### src/rtl/tick_neuron_pkg.sv
package tick_neuron_pkg;

  // Next-state action on the stored integrand
  typedef enum logic [1:0] {
    ACT_HOLD      = 2'd0,
    ACT_INC       = 2'd1,
    ACT_CLEAR     = 2'd2,
    ACT_CLEAR_INC = 2'd3
  } integ_act_e;

endpackage

### src/rtl/neuron_thr_reg.sv
module neuron_thr_reg #(
  parameter int W       = 16,
  parameter int RST_THR = 4
) (
  input  logic         clk,
  input  logic         rst,
  input  logic         wr_en,
  input  logic [W-1:0] wr_data,
  input  logic         busy,
  output logic [W-1:0] thr_q
);

  localparam logic [W-1:0] THR_INIT = W'(RST_THR);

  always_ff @(posedge clk) begin
    if (rst) begin
      thr_q <= THR_INIT;
    end else if (wr_en && !busy) begin
      thr_q <= wr_data;
    end
  end

endmodule

### src/rtl/neuron_fire_eval.sv
module neuron_fire_eval
  import tick_neuron_pkg::*;
#(
  parameter int W = 16
) (
  input  logic [W-1:0] integ_q,
  input  logic [W-1:0] thr_q,
  input  logic         tick,
  input  logic         spike,
  output logic         fire,
  output integ_act_e   act
);

  logic reached;

  always_comb begin
    reached = (integ_q >= thr_q);
    fire    = tick && reached;
    // The tick is judged first; a same-cycle spike lands afterwards.
    unique case ({fire, spike})
      2'b11:   act = ACT_CLEAR_INC;
      2'b10:   act = ACT_CLEAR;
      2'b01:   act = ACT_INC;
      default: act = ACT_HOLD;
    endcase
  end

endmodule

### src/rtl/neuron_integ_acc.sv
module neuron_integ_acc
  import tick_neuron_pkg::*;
#(
  parameter int W = 16
) (
  input  logic         clk,
  input  logic         rst,
  input  integ_act_e   act,
  output logic [W-1:0] integ_q
);

  localparam logic [W-1:0] LVL_MAX = {W{1'b1}};
  localparam logic [W-1:0] LVL_ONE = W'(1);

  logic [W-1:0] inc_val;

  always_comb begin
    inc_val = (integ_q == LVL_MAX) ? LVL_MAX : (integ_q + LVL_ONE);
  end

  always_ff @(posedge clk) begin
    if (rst) begin
      integ_q <= '0;
    end else begin
      unique case (act)
        ACT_INC:       integ_q <= inc_val;
        ACT_CLEAR:     integ_q <= '0;
        ACT_CLEAR_INC: integ_q <= LVL_ONE;
        default:       integ_q <= integ_q;
      endcase
    end
  end

endmodule

### src/rtl/neuron_spike_out.sv
module neuron_spike_out (
  input  logic clk,
  input  logic rst,
  input  logic fire,
  output logic spike_q
);

  always_ff @(posedge clk) begin
    if (rst) begin
      spike_q <= 1'b0;
    end else begin
      spike_q <= fire;
    end
  end

endmodule

### src/rtl/tick_neuron.sv
module tick_neuron
  import tick_neuron_pkg::*;
#(
  parameter int W       = 16,
  parameter int RST_THR = 4
) (
  input  logic         clk,
  input  logic         rst,
  input  logic         spike_in_vld,
  input  logic         tick_stb,
  input  logic         thr_wr_en,
  input  logic [W-1:0] thr_wr_data,
  output logic         spike_out_vld
);

  logic [W-1:0] thr_q;
  logic [W-1:0] integ_q;
  logic         fire;
  logic         busy;
  integ_act_e   act;

  assign busy = spike_in_vld || tick_stb;

  neuron_thr_reg #(.W(W), .RST_THR(RST_THR)) u_thr (
    .clk     (clk),
    .rst     (rst),
    .wr_en   (thr_wr_en),
    .wr_data (thr_wr_data),
    .busy    (busy),
    .thr_q   (thr_q)
  );

  neuron_fire_eval #(.W(W)) u_eval (
    .integ_q (integ_q),
    .thr_q   (thr_q),
    .tick    (tick_stb),
    .spike   (spike_in_vld),
    .fire    (fire),
    .act     (act)
  );

  neuron_integ_acc #(.W(W)) u_acc (
    .clk     (clk),
    .rst     (rst),
    .act     (act),
    .integ_q (integ_q)
  );

  neuron_spike_out u_out (
    .clk     (clk),
    .rst     (rst),
    .fire    (fire),
    .spike_q (spike_out_vld)
  );

endmodule

### config.mk
export PLATFORM = sky130hd
export DESIGN_NAME = tick_neuron
export DESIGN_NICKNAME = d
export VERILOG_FILES = /design/src/rtl/tick_neuron_pkg.sv /design/src/rtl/neuron_thr_reg.sv /design/src/rtl/neuron_fire_eval.sv /design/src/rtl/neuron_integ_acc.sv /design/src/rtl/neuron_spike_out.sv /design/src/rtl/tick_neuron.sv
export SDC_FILE = /design/constraint.sdc
export NUM_CORES = 1
export LEC_CHECK = 0
export BUFFER_PORTS_ARGS = -buffer_cell sky130_fd_sc_hd__buf_2
export CAP_MARGIN = 10
export CORE_UTILIZATION = 57
export CTS_BUF_LIST = sky130_fd_sc_hd__clkbuf_16
export DETAILED_ROUTE_END_ITERATION = 10
export GPL_TIMING_DRIVEN = 0
export HOLD_SLACK_MARGIN = 0.12
export PLACE_DENSITY = 0.78
export RECOVER_POWER = 50
export SLEW_MARGIN = 10
export SYNTH_ARGS = -nofsm -noshare
export SYNTH_HDL_FRONTEND = slang
export SYNTH_SLANG_ARGS = --single-unit
### constraint.sdc
create_clock -name clk -period 2.2 [get_ports clk]
set_input_delay 0.66 -clock clk [delete_from_list [all_inputs] [get_ports clk]]
set_output_delay 0.66 -clock clk [all_outputs]
set_load 0.005 [all_outputs]
### Word-level counts from Yosys, hierarchy flattened

Cells that the tools add are included.

| storage, ports and cells | value |
|---|---|
| output and inout bits | 1 |
| register bits | 33 |
| logic and storage cells | 20 |

| operators by class | value |
|---|---|
| add/subtract/negate cells | 1 |
| equal/unequal tests | 7 |
| order comparisons | 1 |
| mux-type cells | 3 |
| reductions and logical operators | 5 |

Operators with widths:

| operator | number |
|---|---|
| one-hot mux 16 bit (3 select lines) | 1 |
| adder 16 x 1 -> 16 bit (second input constant) | 1 |
| equality test 16 bit (second input constant) | 1 |
| >= comparator 16 bit | 1 |
| two-way mux 16 bit | 1 |
| equality test 2 bit (second input constant) | 4 |
| one-hot mux 2 bit (3 select lines) | 1 |
| equality test 2 x 1 -> 1 bit (second input constant) | 2 |
| nonzero test 3 bit | 1 |
| logical AND 1 bit | 2 |
| zero test 1 bit | 1 |
| logical OR 1 bit | 1 |

### Depth between registers and ports, before layout

| logic depth | value |
|---|---|
| depth in word-level cells | 6 |
| depth in mapped cells | 9 |
| depth with buffers taken out | 8 |

### Hierarchy

Synthesis repeated with hierarchy kept, for this count alone.

| second synthesis, totals | value |
|---|---|
| cells, all modules | 226 |
| area, all modules | 2049.5 µm² |

Modules (own cells, without submodules):

| module | instances | sequential area each (µm²) | area an instance (µm²) | cells an instance |
|---|---|---|---|---|
| neuron_integ_acc | 1 | 320.3 | 835.8 | 94 |
| neuron_thr_reg | 1 | 320.3 | 759.5 | 71 |
| neuron_fire_eval | 1 | 0.0 | 414.1 | 58 |
| neuron_spike_out | 1 | 20.0 | 33.8 | 2 |
| tick_neuron | 1 | 0.0 | 6.3 | 1 |

### Worst setup path before layout

OpenSTA, ideal clock, no wires.

| path | value |
|---|---|
| path kind | register to register |
| from | register u_acc.integ_q[0] |
| to | register u_acc.integ_q[0] |
| setup slack | 0.162 ns |
| stages on the path, launching flop included | 9 |
| clock period less this slack | 2.038 ns |
| path buffers | 0 |
| data required time | 2.077 ns |
| arrival | 1.915 ns |
| cell sequence | dfxtp_1 > inv_1 > ha_1 > nand2b_4 > a2111oi_4 > o21ai_2 > a41oi_4 > o21ai_2 > mux2_1 |

| between the ends | value |
|---|---|
| cells in the longest elaborated chain, start to end | 6 |
| elaborated cells on any way between the ends | 14 |
| classes of those cells | add/sub: 1; order compare: 1; eq/ne: 7; mux: 3; reduce/logical: 2 |

Ends and longest elaborated chain:

| what | line | source |
|---|---|---|
| from (decl) | neuron_integ_acc.sv:9 | `output logic [W-1:0] integ_q` |
| from (signal assigned) | neuron_integ_acc.sv:26 | `ACT_INC: integ_q <= inc_val;` |
| from (signal assigned) | neuron_integ_acc.sv:29 | `default: integ_q <= integ_q;` |
| >= comparator 16 bit | neuron_fire_eval.sv:17 | `reached = (integ_q >= thr_q);` |
| logical AND 1 bit | neuron_fire_eval.sv:18 | `fire = tick && reached;` |
| equality test 2 x 1 -> 1 bit or equality test 2 bit (tied branches) | neuron_fire_eval.sv:20 | `unique case ({fire, spike})` |
| one-hot mux 2 bit (3 select lines) | neuron_fire_eval.sv:20 |  |
| equality test 2 bit or equality test 2 x 1 -> 1 bit (tied branches) | neuron_integ_acc.sv:25 | `unique case (act)` |
| one-hot mux 16 bit (3 select lines) or nonzero test 3 bit (tied branches) | n/a |  |

Parallel ways exist; a longest one is shown, timed or not.
A chain may end at the register's enable or synchronous reset.

### Worst setup path after layout

| path | value |
|---|---|
| from | register u_acc.integ_q[13] |
| to | register u_acc.integ_q[0] |

The elaborated chain is that of the path after synthesis.

==> results.ini <==
[floorplan]
fp.dieArea_sq_mm=0.00339
pin_count=22
fp.dieH_um=58.2
core_sq_mm=0.00303
fp.dieW_um=58.2
starting_density_of_the_core=0.595
placement_rows=20

[sta]
setup_repair_after_global_routing_missed_its_margin=no
final_min_period_over_clock_period=0.952
max_slew.worst_pin.slew_ns=0.533
max_freq_ghz=0.477
whs_ns=0.453
worst_slew_margin_rel=0.642
setup_violations=0
clock_skew_ns=0.00555
hold_viol=0
finalMaxSlewViolations=0
time_the_worst_path_needs_with_i_o_delays_and_setup_ns=2.10

[detailed_routing]
drcViolationCount=0
drt-pass1-iter-count=4
route.final.wire_length_mm=3.44
dr.first_iter.drc_count=40
final_antenna_net_count=0
via_count=1514
wl_per_cell_um=11.9
vias_per_cell=5.24

[yosys]
synthAdderAreaFrac=0.118
synth_top_cell_by_area=dfxtp_1
synth_area_sq_mm=0.00180
syn-mean-instance-area_sq_um=8.26
mappedNetlistNets=256
synth_top_cell_area_share=0.367
seq_area_frac_synth=0.367
synthXorXnorAreaFrac=0.0340
postSynthCellCount=218
mux_share_of_post_synthesis_cell_area=0.0118
synth_simple_gate_area_frac=0.218
dominantRegCellSynth=dfxtp_1
post_synth_main_area_contributors=dfxtp_1, ha_1, nand2_1, a21oi_1, inv_1
ys.warnings.count=0
synth.lib_cells_used.distinct=41
synth_compound_area_frac=0.192
synth_enable_flop_cells=0
synth_top_family_by_area=simple AND/OR/NAND/NOR gates
asyncSetResetFlopFracSynth=0
yosys_register_bits=33

[power_and_ir_drop]
power.density_mw_per_mm2=657
seqPwrFrac=0.455
clkPwrFrac=0.462
power_switching_share=0.221
share_comb_of_total_power=0.083
vdd_ir_drop_max_v=0.000427
switching_power_uw=303
power.leakage_nw=0.802
fin_total_pwr_mw=1.37
cell_internal_pwr_mw=1.07

[clock_network]
clk-insertion-delay-late_ns=0.28
cts_htree_levels=2
tritoncts_sinks=33
cts-root-to-sink-buffers=2
clkSlewWorstSetupHoldPaths_ns=0.05
root_buffer_cell=clkbuf_16
tritoncts=built
postCtsSetupBuffers=0
cts_buffers=5

[worst_setup_path]
reg2reg_depth=6
worst_case_register_to_register_setup_slack_ns=0.10
crit_path_max_fanout=6
crit_required_ns=2.36
timing.setup.critical_path_class=reg2reg
type_of_element_capturing_the_critical_path=flip-flop
critical_path.reg2reg.startpoint=u_acc.integ_q[13]$_SDFFE_PP0P_
arrival_ns=2.25
crit_path_start_kind=flip-flop
timing.rr.end=u_acc.integ_q[0]$_SDFFE_PP0P_

[placement]
numPortBuffers=20
dp.final_hpwl_mm=2.60
globalplace.congestion=0.824

[cells_and_area]
insertedDiodeCount=0
syn_to_final_growth_pct=16.0
final_layout_size_suffix_gt1_frac=0.147
final_nets=283
layout.area.seq_sq_um=662
total_area_of_multi_input_combinational_cells_sq_mm=0.00103
fillers=246

[grt]
first_global_vias=1500
largest_net_degree_at_the_start_of_global_routing=11
grt_usage=0.246
initial_antenna_violation_count=0
wire_length_of_the_first_global_routing_pass_mm=6.27
globalRouteOverflowTotal=0

[run_status]
status=completed

[worst_hold_path]
timing.hold.worst_endpoint=u_thr.thr_q[13]$_SDFFE_PP0P_
timing.hold.worst.class=reg2reg
worst_hold_startpoint=u_thr.thr_q[13]$_SDFFE_PP0P_
hold_path_depth=2

[flow_run]
number_of_max_capacitance_violations_reported=0

==> stage by stage <==
step / setup slack (ns) / std cells / area [sq um] / util / TNS (ns)
2_1_floorplan: 0.162 / 218 / 1800 / - / 0
3_5_place_dp: -0.0101 / 282 / 1960 / 0.646 / -0.0101
4_1_cts: 0.0520 / 289 / 2090 / 0.690 / 0
5_1_grt: 0.000756 / 289 / 2090 / 0.690 / 0
3_3_place_gp: 0.0231 / 282 / 1960 / 0.646 / 0
6_report: 0.105 / 289 / 2090 / 0.690 / 0
==> worst max-delay path: stages (launching register included) <==
cell and delay, ns:
dfxtp_1 0.42, ha_1 0.28, and4_1 0.25, a221o_1 0.36
a41oi_4 0.27, o21ai_2 0.08, mux2_1 0.31
==> cells in the mapped netlist (2+ instances only) <==
library cell / count
nand2_1: 39
dfxtp_1: 33
a21oi_1: 29
inv_1: 19
ha_1: 17
nand3_1: 14
nor2_1: 12
nor3_1: 6
clkbuf_1: 5
o21ai_0: 5
xor2_1: 4
and4_1: 3
xnor2_1: 3
o21ai_2: 2
==> cells in the final DEF, fill, tap and decap left out, types with 3 or more instances in the layout <==
cell,Yosys,layout
a21oi_1,29,29
inv_1,19,20
dfxtp_1,33,32
nor2_1,12,12
clkbuf_16,0,5
clkbuf_1,5,6
nand2_1,39,39
o21ai_0,5,5
xor2_1,4,4
ha_1,17,17
buf_2,1,20
xnor2_1,3,3
nor3_1,6,6
nand3_1,14,14
and4_1,3,3
==> registers in the layout (all words and copies together), names as in the netlist <==
signal and cells:
u_acc.integ_q 16, u_thr.thr_q 16, u_out.spike_q 1
==> how the worst max path moves through the flow <==
stage | startpoint | endpoint | slack [ns] | cells after the start
floorplan | u_acc.integ_q[0]$_SDFFE_PP0P_ | u_acc.integ_q[0]$_SDFFE_PP0P_ | 0.16 | 8
global placement | u_acc.integ_q[0]$_SDFFE_PP0P_ | u_acc.integ_q[0]$_SDFFE_PP0P_ | 0.02 | 8
detailed placement | u_acc.integ_q[0]$_SDFFE_PP0P_ | u_acc.integ_q[0]$_SDFFE_PP0P_ | -0.01 | 8
CTS | u_acc.integ_q[0]$_SDFFE_PP0P_ | u_acc.integ_q[0]$_SDFFE_PP0P_ | 0.05 | 8
global route | u_acc.integ_q[13]$_SDFFE_PP0P_ | u_acc.integ_q[11]$_SDFFE_PP0P_ | 0.0008 | 7
finish | u_acc.integ_q[13]$_SDFFE_PP0P_ | u_acc.integ_q[0]$_SDFFE_PP0P_ | 0.10 | 6
==> power by group through the flow <==
| stage | clock (mW) | sequential (mW) | combinational (mW) |
|---|---|---|---|
| final | 0.634 | 0.624 | 0.114 |
| after global routing | 0.674 | 0.625 | 0.130 |
| after detailed placement | 0 | 0.636 | 0.115 |
| after floorplan | 0 | 0.633 | 0.0827 |
| after global placement | 0 | 0.635 | 0.112 |
| after CTS | 0.643 | 0.624 | 0.116 |
==> cell type report <==
cell class,count,area share
Clock inverter,2,0.00359
Tap cell,44,0.0263
Clock buffer,5,0.0599
Timing Repair Buffer,20,0.0479
Multi-Input combinational cell,159,0.495
Inverter,19,0.0341
Sequential cell,33,0.317
Buffer,7,0.0162
==> timing repair <==
action / in CTS / in global routing
setup endpoints to repair: 1 / 8
pin swaps: 0 / 1
hold buffers: 0 / 0
gates resized for setup: 1 / 0
==> cell families after synthesis <==
kind of cell | after synthesis
muxes | 2
xor gates and xnor gates | 7
DFF | 33
and+or+nand+nor | 84
AOI/OAI and AO/OA | 49
adders and majority gates | 17
buffers and inverters | 26
==> layer usage <==
metal  global-route usage  up-vias  wire length (um)
li1                     -      806                 -
met1                0.282      670              1570
met2                0.435       33              1680
met3               0.0759        5               153
met4               0.0816        0                32
met5                    0        -                 0
Power figures use the tool's default switching activity.
